### src/rtl/segchk_pkg.sv
package segchk_pkg;
  // strobes issued by the control half to the datapath half
  typedef struct packed {
    logic issue;    // a request is being decided on this edge
    logic logDeny;  // the request on this edge is refused: record it
  } seg_strb_t;
endpackage

### src/rtl/segchk_datapath.sv
module segchk_datapath #(
  parameter int PRIV_W = 2
) (
  input  logic                    clk,
  input  logic                    rst,
  input  logic [PRIV_W-1:0]       curLvl,
  input  logic [PRIV_W-1:0]       reqLvl,
  input  logic [PRIV_W-1:0]       descLvl,
  input  logic                    stackTgt,
  input  segchk_pkg::seg_strb_t   strb,
  output logic                    passNow,
  output logic                    grant,
  output logic                    refuse,
  output logic [PRIV_W-1:0]       lastCpl,
  output logic [PRIV_W-1:0]       lastRpl,
  output logic [PRIV_W-1:0]       lastDpl,
  output logic                    lastStack
);
  logic [PRIV_W-1:0] effLvl;
  logic              stackOk;
  logic              dataOk;

  // the less trusted of the two levels is the numerically larger one
  always_comb effLvl  = (curLvl > reqLvl) ? curLvl : reqLvl;
  always_comb dataOk  = (descLvl >= effLvl);
  always_comb stackOk = (curLvl == reqLvl) && (reqLvl == descLvl);
  always_comb passNow = stackTgt ? stackOk : dataOk;

  always_ff @(posedge clk) begin
    if (rst) begin
      grant  <= 1'b0;
      refuse <= 1'b0;
    end else begin
      grant  <= strb.issue & passNow;
      refuse <= strb.issue & ~passNow;
    end
  end

  always_ff @(posedge clk) begin
    if (rst) begin
      lastCpl   <= '0;
      lastRpl   <= '0;
      lastDpl   <= '0;
      lastStack <= 1'b0;
    end else if (strb.logDeny) begin
      lastCpl   <= curLvl;
      lastRpl   <= reqLvl;
      lastDpl   <= descLvl;
      lastStack <= stackTgt;
    end
  end

  // never both answers at once
  a_r7_exclusive: assert property (@(posedge clk) disable iff (rst)
    $onehot0({grant, refuse}));

  // an issued request always gets an answer
  a_r7_answered: assert property (@(posedge clk) disable iff (rst)
    strb.issue |=> (grant || refuse));

  // status holds when nothing is refused
  a_r9_hold: assert property (@(posedge clk) disable iff (rst)
    !strb.logDeny |=> ($stable(lastCpl) && $stable(lastRpl) &&
                       $stable(lastDpl) && $stable(lastStack)));
endmodule

### src/rtl/segchk_ctrl.sv
module segchk_ctrl (
  input  logic                  clk,
  input  logic                  rst,
  input  logic                  reqValid,
  input  logic                  passNow,
  output segchk_pkg::seg_strb_t strb,
  output logic                  gpFault
);
  always_comb begin
    strb.issue   = reqValid;
    strb.logDeny = reqValid & ~passNow;
  end

  always_ff @(posedge clk) begin
    if (rst) gpFault <= 1'b0;
    else     gpFault <= strb.logDeny;
  end

  // idle edge leaves no fault behind
  a_r2_idle_nofault: assert property (@(posedge clk) disable iff (rst)
    !reqValid |=> !gpFault);

  // a fault is a single pulse unless a new refused request follows
  a_r6_pulse: assert property (@(posedge clk) disable iff (rst)
    (gpFault && !strb.logDeny) |=> !gpFault);
endmodule

### src/rtl/segload_guard.sv
module segload_guard #(
  parameter int PRIV_W = 2
) (
  input  logic              clk,
  input  logic              rst,
  input  logic              reqValid,
  input  logic [PRIV_W-1:0] curLvl,
  input  logic [PRIV_W-1:0] reqLvl,
  input  logic [PRIV_W-1:0] descLvl,
  input  logic              stackTgt,
  output logic              grant,
  output logic              refuse,
  output logic              gpFault,
  output logic [PRIV_W-1:0] lastCpl,
  output logic [PRIV_W-1:0] lastRpl,
  output logic [PRIV_W-1:0] lastDpl,
  output logic              lastStack
);
  localparam logic [PRIV_W-1:0] LEAST_TRUSTED = '1;

  segchk_pkg::seg_strb_t strb;
  logic                  passNow;

  segchk_ctrl u_ctrl (
    .clk      (clk),
    .rst      (rst),
    .reqValid (reqValid),
    .passNow  (passNow),
    .strb     (strb),
    .gpFault  (gpFault)
  );

  segchk_datapath #(.PRIV_W(PRIV_W)) u_dp (
    .clk       (clk),
    .rst       (rst),
    .curLvl    (curLvl),
    .reqLvl    (reqLvl),
    .descLvl   (descLvl),
    .stackTgt  (stackTgt),
    .strb      (strb),
    .passNow   (passNow),
    .grant     (grant),
    .refuse    (refuse),
    .lastCpl   (lastCpl),
    .lastRpl   (lastRpl),
    .lastDpl   (lastDpl),
    .lastStack (lastStack)
  );

  // fault and refusal travel together
  a_r8_fault_match: assert property (@(posedge clk) disable iff (rst)
    gpFault == refuse);

  // mismatched stack load is refused
  a_r4_stack_mismatch: assert property (@(posedge clk) disable iff (rst)
    (reqValid && stackTgt && ((curLvl != reqLvl) || (reqLvl != descLvl)))
    |=> refuse);

  // a descriptor more trusted than the caller is refused on a data load
  a_r3_data_refuse: assert property (@(posedge clk) disable iff (rst)
    (reqValid && !stackTgt && ((descLvl < curLvl) || (descLvl < reqLvl)))
    |=> refuse);

  // a least-trusted requested level needs a least-trusted descriptor
  a_r5_forced_user: assert property (@(posedge clk) disable iff (rst)
    (reqValid && !stackTgt && (reqLvl == LEAST_TRUSTED) &&
     (descLvl != LEAST_TRUSTED)) |=> refuse);

  // idle edge yields no answer
  a_r2_idle: assert property (@(posedge clk) disable iff (rst)
    !reqValid |=> (!grant && !refuse));
endmodule

### config.mk
export PLATFORM = sky130hd
export DESIGN_NAME = segload_guard
export DESIGN_NICKNAME = d
export VERILOG_FILES = /design/src/rtl/segchk_pkg.sv /design/src/rtl/segchk_datapath.sv /design/src/rtl/segchk_ctrl.sv /design/src/rtl/segload_guard.sv
export SDC_FILE = /design/constraint.sdc
export NUM_CORES = 1
export LEC_CHECK = 0
export ABC_AREA = 1
export BUFFER_PORTS_ARGS = -buffer_cell sky130_fd_sc_hd__buf_4
export CAP_MARGIN = 20
export CORE_MARGIN = 1.5
export CORE_UTILIZATION = 41
export DETAILED_ROUTE_END_ITERATION = 8
export HOLD_SLACK_MARGIN = 0.05
export PLACE_DENSITY_LB_ADDON = 0.12
export SYNTH_ARGS = -nofsm -noshare
export SYNTH_HDL_FRONTEND = slang
export SYNTH_SLANG_ARGS = --single-unit
### constraint.sdc
create_clock -name clk -period 2.02 [get_ports clk]
set_clock_uncertainty 0.1 [all_clocks]
set_input_delay 0.404 -clock clk [delete_from_list [all_inputs] [get_ports clk]]
set_output_delay 0.404 -clock clk [all_outputs]
set_load 0.05 [all_outputs]
# Word-level counts from Yosys, hierarchy flattened
# Cells that the tools add are included.
op_classes:
  magnitude_cmp: 2
  eq_ne: 2
  muxes: 2
  n_bitwise: 3
  n_reduce_logical: 1
ops:
  columns: ["operator", "n"]
  rows:
  - ["2-bit == test", 2]
  - ["1-bit AND", 2]
  - ["2-bit greater-or-equal comparator", 1]
  - ["2-bit greater-than comparator", 1]
  - ["2-bit two-way mux", 1]
  - ["1-bit logical AND", 1]
  - ["1-bit two-way mux", 1]
  - ["1-bit NOT", 1]
word_totals:
  reg_bits: 9

# Depth between registers and ports, before layout
# Gate-level depths: netlist (run 1).
depth:
  word_depth: 6
  ltp_mapped: 17
  mapped_depth_nobuf: 16

# By module
# Synthesis (run 1) repeated with hierarchy kept, for this count alone.
hier_totals:
  hier_cells: 65
  hier_area_um2: 511.7
by_module_without_submodules:
  columns: ["module", "n_inst", "cells_per_inst", "area_each_um2", "seq_area_each_um2"]
  rows:
  - ["segchk_datapath", 1, 59, 464.2, 180.2]
  - ["segchk_ctrl", 1, 6, 47.5, 20.0]

# Least setup slack after synthesis (run 1)
# OpenSTA, ideal clock, no wires.
synth_timing:
  path_kind: "input to register"
  start: "input port curLvl[1]"
  end: "register u_dp.lastCpl[0]"
  setup_ns: 0.113
  t_arrival_ns: 1.875
  required_time_ns: 1.807
  setup_slack_ns: -0.068
  path_stages: 14
  path_cell_list: "inv_1 ha_1 inv_1 nand2_1 o21ai_0 o21ai_0 ha_1 nand2_1 nand3_1 nand2_1 nand3_4 buf_6 nor2_1 nor2_1"
synth_between:
  elab_chain_len: 6
  word_cells_on_any_way: 8
  classes_between: "2 x order compare; 1 x eq/ne; 2 x mux; 2 x bitwise; 1 x reduce/logical"
synth_rtl:
  columns: ["item", "line_no", "source"]
  rows:
  - ["start: declaration", "segload_guard.sv:7", "input logic [PRIV_W-1:0] curLvl,"]
  - ["2-bit greater-than comparator", "segchk_datapath.sv:24", "always_comb effLvl = (curLvl > reqLvl) ? curLvl : reqLvl;"]
  - ["2-bit two-way mux", "segchk_datapath.sv:24", null]
  - ["2-bit greater-or-equal comparator", "segchk_datapath.sv:25", "always_comb dataOk = (descLvl >= effLvl);"]
  - ["1-bit two-way mux (*)", "segchk_datapath.sv:27", "always_comb passNow = stackTgt ? stackOk : dataOk;"]
  - ["1-bit NOT (*)", "segchk_ctrl.sv:11", "strb.logDeny = reqValid & ~passNow;"]
  - ["1-bit AND (*)", "segchk_ctrl.sv:11", null]
  - ["end signal: assignment", "segchk_datapath.sv:46", "lastCpl <= curLvl;"]
  - ["end: declaration", "segchk_datapath.sv:14", "output logic [PRIV_W-1:0] lastCpl,"]
# Every way passes the cells marked *; elsewhere a longest branch is shown, timed or not.
# A chain may end at the register's enable or synchronous reset.

# Worst setup path in the final report (run 1)
layout_timing:
  start: "input port reqLvl[1]"
  end: "register u_dp.lastDpl[1]"
layout_between:
  elab_chain_len: 6
  word_cells_on_any_way: 9
  classes_between: "2 x order compare; 2 x eq/ne; 2 x mux; 2 x bitwise; 1 x reduce/logical"
layout_rtl:
  columns: ["item", "line_no", "source"]
  rows:
  - ["start: declaration", "segload_guard.sv:8", "input logic [PRIV_W-1:0] reqLvl,"]
  - ["2-bit greater-than comparator", "segchk_datapath.sv:24", null]
  - ["2-bit two-way mux", "segchk_datapath.sv:24", null]
  - ["2-bit greater-or-equal comparator", "segchk_datapath.sv:25", null]
  - ["1-bit two-way mux (*)", "segchk_datapath.sv:27", null]
  - ["1-bit NOT (*)", "segchk_ctrl.sv:11", null]
  - ["1-bit AND (*)", "segchk_ctrl.sv:11", null]
  - ["end signal: assignment", "segchk_datapath.sv:48", "lastDpl <= descLvl;"]
  - ["end: declaration", "segchk_datapath.sv:16", "output logic [PRIV_W-1:0] lastDpl,"]
# Marked as above.

==> reports/qor.yml, run 1 <==
status: "finished clean"
place_hpwl_um: 839
drc: 0
numPortBuffers: 19
wl_per_cell_um: 8.87
die_area_mm2: 0.00156
vias: 549
gp_congestion: 0.726
num_antenna_cells: 0
holdPathEnd: "u_dp.refuse"
via_per_inst: 4.36
synth.distinct_cells: 14
synth-seq-cells: 9
p_int_mw: 0.351
period_share_pct: 94.5
power_switching_mw: 0.204
fp.dieW_um: 39.4
finalNetCount: 128
final_common_cell: "buf_4"
leakage_nw: 0.462
hold_class: "input pin to flop"
clk_pin_slew_worst_paths_ns: 0.06
p_comb_share_pct: 39.4
cts_tree: "built"
worstReg2RegEnd: "u_dp.lastCpl[1]"
wl_um: 1120
min_period_ns: 1.91
syn-cell-area_um2: 544
final_hold_viol_count: 0
hold_depth: 2
relSlewSlack_pct: 83.5
worstPathMaxFanout: 7
rr_worst_depth: 4
fp.coreArea_mm2: 0.00117
setup_violations: 0
fmax_ghz: 0.524
clock_path_buffers: 2
critPathArrivalTime_ns: 1.96
yosysWarnings: 0
post_cts_buffers: 0
rr_startpoint: "u_dp.lastCpl[1]"
layout-drive-gt1-share_pct: 38.4
maxCapViolCount: 0
path_cells: "buf_4, inv_4, ha_4, inv_2, nand2_2, o21ai_2, nand2_1, o21ai_1, ha_1, nand2_1, nand3_1, nand2_2, nand3_2, nor2_1, nor2_1"
grt_first_pass_wirelength_um: 1610
ios: 20
synth_cells: 84
pwr-share-clk_pct: 24.3
layout_common_cells: "buf_4 (25), nand2_1 (23), inv_1 (15)"
seqPwrFrac_pct: 36.3
fin_util_pct: 69.2
path_class: "input pin to flop"
critPathSlowestCell: "ha_1"
synth.avg_cell_area_um2: 6.48
cts_hold_buf: 0
clock_latency_ns: 0.25
fillCellCount: 110
reg2reg_slack_ns: 1.31
start_util_pct: 46.5
clock_sinks: 9
numCtsBuffers: 3
hp-start: "rst"
rows: 12
antenna_found_initial: 0
grt_util_all_layers_pct: 15.7
max-vdd-ir-drop_mv: 0.583
worst_setup_path_end_kind: "flop"
chipHeight_um: 39.4
drv_slew: 0
globalRouteOverflowTotal: 0
rsz0062_at_grt: "false"
grt_pass1_vias: 435
cts_resized: 0
syn-num-nets: 99
startpoint_type: "input pin"
drt-initial-drc-count: 6
p_sw_share_pct: 36.7
power.density_mw_per_mm2: 684
layout-area-overhead-vs-synth_pct: 49.0
grt_max_degree: 15
cts_max_level: 1
worst_pin_slew_ns: 0.247
cpPeakStageDelay_ns: 0.28
drtAntennaViolNets: 0
clockRootBuffer: "clkbuf_4"
ys_seq_area_share_pct: 33.1
first_pass_iters: 2
required_ns: 2.07
fin_setup_tns_ns: 0
-- per-layer routing --
metal	routed length, µm	part of all wire [%]	up-vias	track usage, %
met5	0	0	-	0
met4	0	0	0	2.59
met3	62	5.5	0	8.52
met2	534	48	13	27.0
met1	521	47	231	16.8
li1	-	-	305	-
-- synth_stat cells --
library cell,instances,area share (%)
nand2_1,26,18
ha_1,5,11
buf_4,1,1.4
dfxtp_1,9,33
nand4_1,1,1.2
nand3_1,1,0.92
a21oi_1,1,0.92
buf_6,1,2.1
nor2_1,16,11
nand3_4,1,3.2
nand3_2,1,1.8
inv_2,2,1.4
inv_1,17,12
o21ai_0,2,1.8
-- stage by stage --
step	hold WS (ns)	area, µm²	setup WS (ns)	power (mW)	instances
after floorplan	0.376	562	0.00231	0.346	84
after global placement	0.400	748	-0.160	0.407	121
after detailed placement	0.403	748	-0.184	0.411	121
after CTS	0.199	774	0.0796	0.549	125
after global routing	0.203	811	0.00584	0.590	126
final	0.203	811	0.111	0.555	126
-- cell families after synthesis --
family                     share of synthesized area [%]
DFF                                                 33.1
adders and majority gates                           11.5
AOI/OAI and AO/OA                                   2.76
buffers and inverters                               16.6
and+or+nand+nor                                     36.1
-- final cells by class --
cell class	instances	area, µm²	area share [%]
tap	14	17.5	2.16
sequential	9	180	22.2
timing repair buffer	25	188	23.1
multi-input combinational	55	325	40.1
inverter	19	73.8	9.10
clock buffer	4	26.3	3.24
-- power by group through the flow --
stage / Sequential, mW / Clock, mW / Combinational, mW
after floorplan: 0.263 / 0 / 0.0829
after global placement: 0.205 / 0 / 0.202
after detailed placement: 0.206 / 0 / 0.205
after CTS: 0.202 / 0.141 / 0.206
after global routing: 0.203 / 0.150 / 0.238
final: 0.202 / 0.135 / 0.218
-- how the worst max path moves through the flow --
stage                         start  slack [ns]               to  cells past startpoint
after global placement    reqLvl[1]       -0.16  u_dp.lastCpl[0]                     16
after floorplan           curLvl[1]       0.002  u_dp.lastCpl[0]                     15
after detailed placement  reqLvl[1]       -0.18  u_dp.lastDpl[1]                     15
after global routing      reqLvl[1]       0.006  u_dp.lastCpl[0]                     16
after CTS                 reqLvl[1]        0.08  u_dp.lastCpl[0]                     16
final                     reqLvl[1]        0.11  u_dp.lastDpl[1]                     15
-- critical path, delay by kind of cell --
kind	cells	cell delay, ns
fa+ha+maj	2	0.54
simple gates	8	0.72
compound gates	2	0.12
buf+inv	3	0.17
-- registers in the layout, summed over array words and instances, names as in the netlist --
register        flops
u_dp.lastDpl        2
u_dp.lastStack      1
u_dp.refuse         1
u_dp.lastRpl        2
u_dp.lastCpl        2
u_dp.grant          1
Power figures use the tool's default switching activity.
==> run 2, diff against run 1 <==
- ABC_AREA: 1 -> default
- REMOVE_ABC_BUFFERS: default -> 1
==> reports/qor.yml, run 2 <==
wl_um: 1300  # +16%
status: "finished, violations left"
required_ns: 2.11  # +0.04 ns
critPathBufInv: 4  # +1
drt-initial-drc-count: 12  # +6
finalNetCount: 103  # -20%
final_hold_viol_count: 0  # unchanged
clock_sinks: 9  # unchanged
period_share_pct: 112  # +17 points
synth_cells: 58  # -31%
max-vdd-ir-drop_mv: 0.454  # -22%
synth-seq-cells: 9  # unchanged
whs_ns: 0.333  # +0.130 ns
critPathSlowestCell: "mux2_4"
synth_edf_count: 0  # unchanged
hold_depth: 3  # +1
wl_met3_um: 61  # -1.6%
globalRouteOverflowTotal: 0  # unchanged
crit_start: "curLvl[0]"
final_common_cell: "buf_4"
crit_family: "multiplexers"
synth.distinct_cells: 18  # +4
setup_ws_ns: -0.239  # -0.349 ns
wl_per_cell_um: 12.8  # +45%
path_cells: "buf_8, inv_4, ha_4, inv_2, o22ai_2, mux2_4, ha_4, nor3b_4, nor3_2, nor3b_2, buf_6, mux2i_1"
leakage_nw: 0.406  # -12%
grt_pass1_vias: 438  # +0.69%
yosysWarnings: 0  # unchanged
startpoint_type: "input pin"
layout-area-overhead-vs-synth_pct: 59.3
clockRootBuffer: "clkbuf_4"
num_antenna_cells: 0  # unchanged
synth-async-reset-ratio_pct: 0  # unchanged
numCtsBuffers: 3  # unchanged
ios: 20  # unchanged
largestRegisters: "u_dp.lastCpl (2), u_dp.lastDpl (2), u_dp.lastRpl (2)"
critPathArrivalTime_ns: 2.35  # +0.39 ns
violations: "setup timing"
fin_util_pct: 74.4  # +5.1 points
synth.largest_area_cell: "dfxtp_1"
cts_tree: "built"
via_per_inst: 5.00  # +15%
cts_max_level: 1  # unchanged
fp.coreArea_mm2: 0.00117  # unchanged
die_area_mm2: 0.00156  # +0.43%
worst_pin_slew_ns: 0.261  # +0.0147 ns
worstPathMaxFanout: 7  # unchanged
relSlewSlack_pct: 82.5  # -1.1 points
clock_latency_ns: 0.26  # about the same
setup_violations: 9  # +9
rows: 12  # unchanged
synth_common_cells: "nand2b_1 (14), dfxtp_1 (9), mux2i_1 (7)"
clk_pin_slew_worst_paths_ns: 0.06  # about the same
place_ws_ns: -0.679  # -0.495 ns
synthTopCellsByArea: "dfxtp_1 (33%), nand2b_1 (16%), mux2i_1 (13%), ha_1 (11%), inv_1 (3.4%)"
synth.most_common_cell: "nand2b_1"
antenna_found_initial: 0  # unchanged
start_util_pct: 46.7  # +0.21 points
hp-start: "reqValid"
wl_met2_um: 599  # +12%
gp_congestion: 0.725  # -0.17%
met1_length_um: 608  # +17%
worstReg2RegEnd: "u_dp.lastRpl[1]"
path_class: "input pin to flop"
syn-cell-area_um2: 547  # +0.46%
layout-drive-gt1-share_pct: 52.9  # +14 points
grt_first_pass_wirelength_um: 1950  # +21%
min_period_ns: 2.26  # +0.349 ns
drv_slew: 0  # unchanged
ys.flop_type: "dfxtp_1"
drtAntennaViolNets: 0  # unchanged
grt_max_degree: 16  # +1
cpPeakStageDelay_ns: 0.33  # +0.05 ns
reg2reg_slack_ns: 1.34  # +0.03 ns
fmax_ghz: 0.443  # -15%
rsz0062_at_grt: "true"
vias: 505  # -8.0%
layout_common_cells: "buf_4 (24), nand2b_1 (14), dfxtp_1 (9)"
chipHeight_um: 39.5  # +0.22%
synth.avg_cell_area_um2: 9.43  # +45%
numPortBuffers: 19  # unchanged
rr_worst_depth: 2  # -2
fp.dieW_um: 39.5  # +0.22%
ys_seq_area_share_pct: 33.0  # -0.15 points
top_layer: "met4"
place_hpwl_um: 873  # +4.0%
synth_top_area_share_pct: 33.0  # -0.15 points
first_pass_iters: 4  # +2
maxCapViolCount: 0  # unchanged
cts_hold_buf: 0  # unchanged
drc: 0  # unchanged
grt_util_all_layers_pct: 19.3  # +3.7 points
hold_class: "input pin to flop"
clock_path_buffers: 2  # unchanged
power.total_mw: 0.547  # -1.4%
rr_startpoint: "u_dp.lastRpl[1]"
path_common_cell: "ha_4"
worst_setup_path_end_kind: "flop"
power.density_mw_per_mm2: 628  # -8.2%
holdPathEnd: "u_dp.refuse"
[run 2: worst max-delay path by stage]
stage | endpoint | slack, ns | cells after the start
2_1_floorplan | u_dp.lastCpl[0] | -0.65 | 9
3_3_place_gp | u_dp.lastStack | -0.64 | 11
3_5_place_dp | u_dp.lastRpl[1] | -0.68 | 11
4_1_cts | u_dp.lastRpl[1] | -0.22 | 12
5_1_grt | u_dp.lastRpl[0] | -0.34 | 12
6_report | u_dp.lastRpl[1] | -0.24 | 12
[run 2: tightest hold or removal path, stage by stage]
cell,delay (ns)
buf_4,0.11
nand2b_1,0.09
nor3_1,0.05
[run 2: kinds of logic (layout without fill, tap and decap cells)]
kind of cell    count (synthesis)  after routing  synth area share (%)
xor+xnor                        2              2                  3.20
flops                           9              9                  33.0
compound gates                  1              1                  1.14
buf+inv                         8             37                  7.55
mux                             8              8                  14.9
fa+ha+maj                       5              5                  11.4
simple gates                   25             25                  28.8
[run 2: where the power goes]
| part | switching [mW] | internal, mW | total [mW] |
|---|---|---|---|
| clock | 0.0653 | 0.0763 | 0.142 |
| combinational | 0.112 | 0.0965 | 0.209 |
| sequential | 0.00636 | 0.190 | 0.197 |
[run 2: what timing repair did]
item                                    4_1_cts  5_1_grt
pin swaps                                     9        6
gates resized for setup                      19        2
endpoints found under the setup margin        9        9
buffers inserted                              1        1
[run 2: area by class of cell]
cell class	count	area, µm²
multi-input cells	41	394
fillers	86	300
repair buffers	28	229
flip-flops and latches	9	180
clock buffers	4	26.3
inverters	5	23.8
well taps	14	17.5
[run 2: per-stage QoR]
step,setup TNS (ns),area [µm²],cells
4_1_cts,-1.44,855,100
6_report,-1.73,871,101
3_3_place_gp,-5.26,744,96
5_1_grt,-2.47,871,101
2_1_floorplan,-4.85,524,55
3_5_place_dp,-5.50,744,96
[run 2: layer usage]
metal  vias up  track usage, %
li1        247               -
met1       238            24.0
met2        16            29.9
met3         4            5.11
met4         0            10.3
met5         -               0
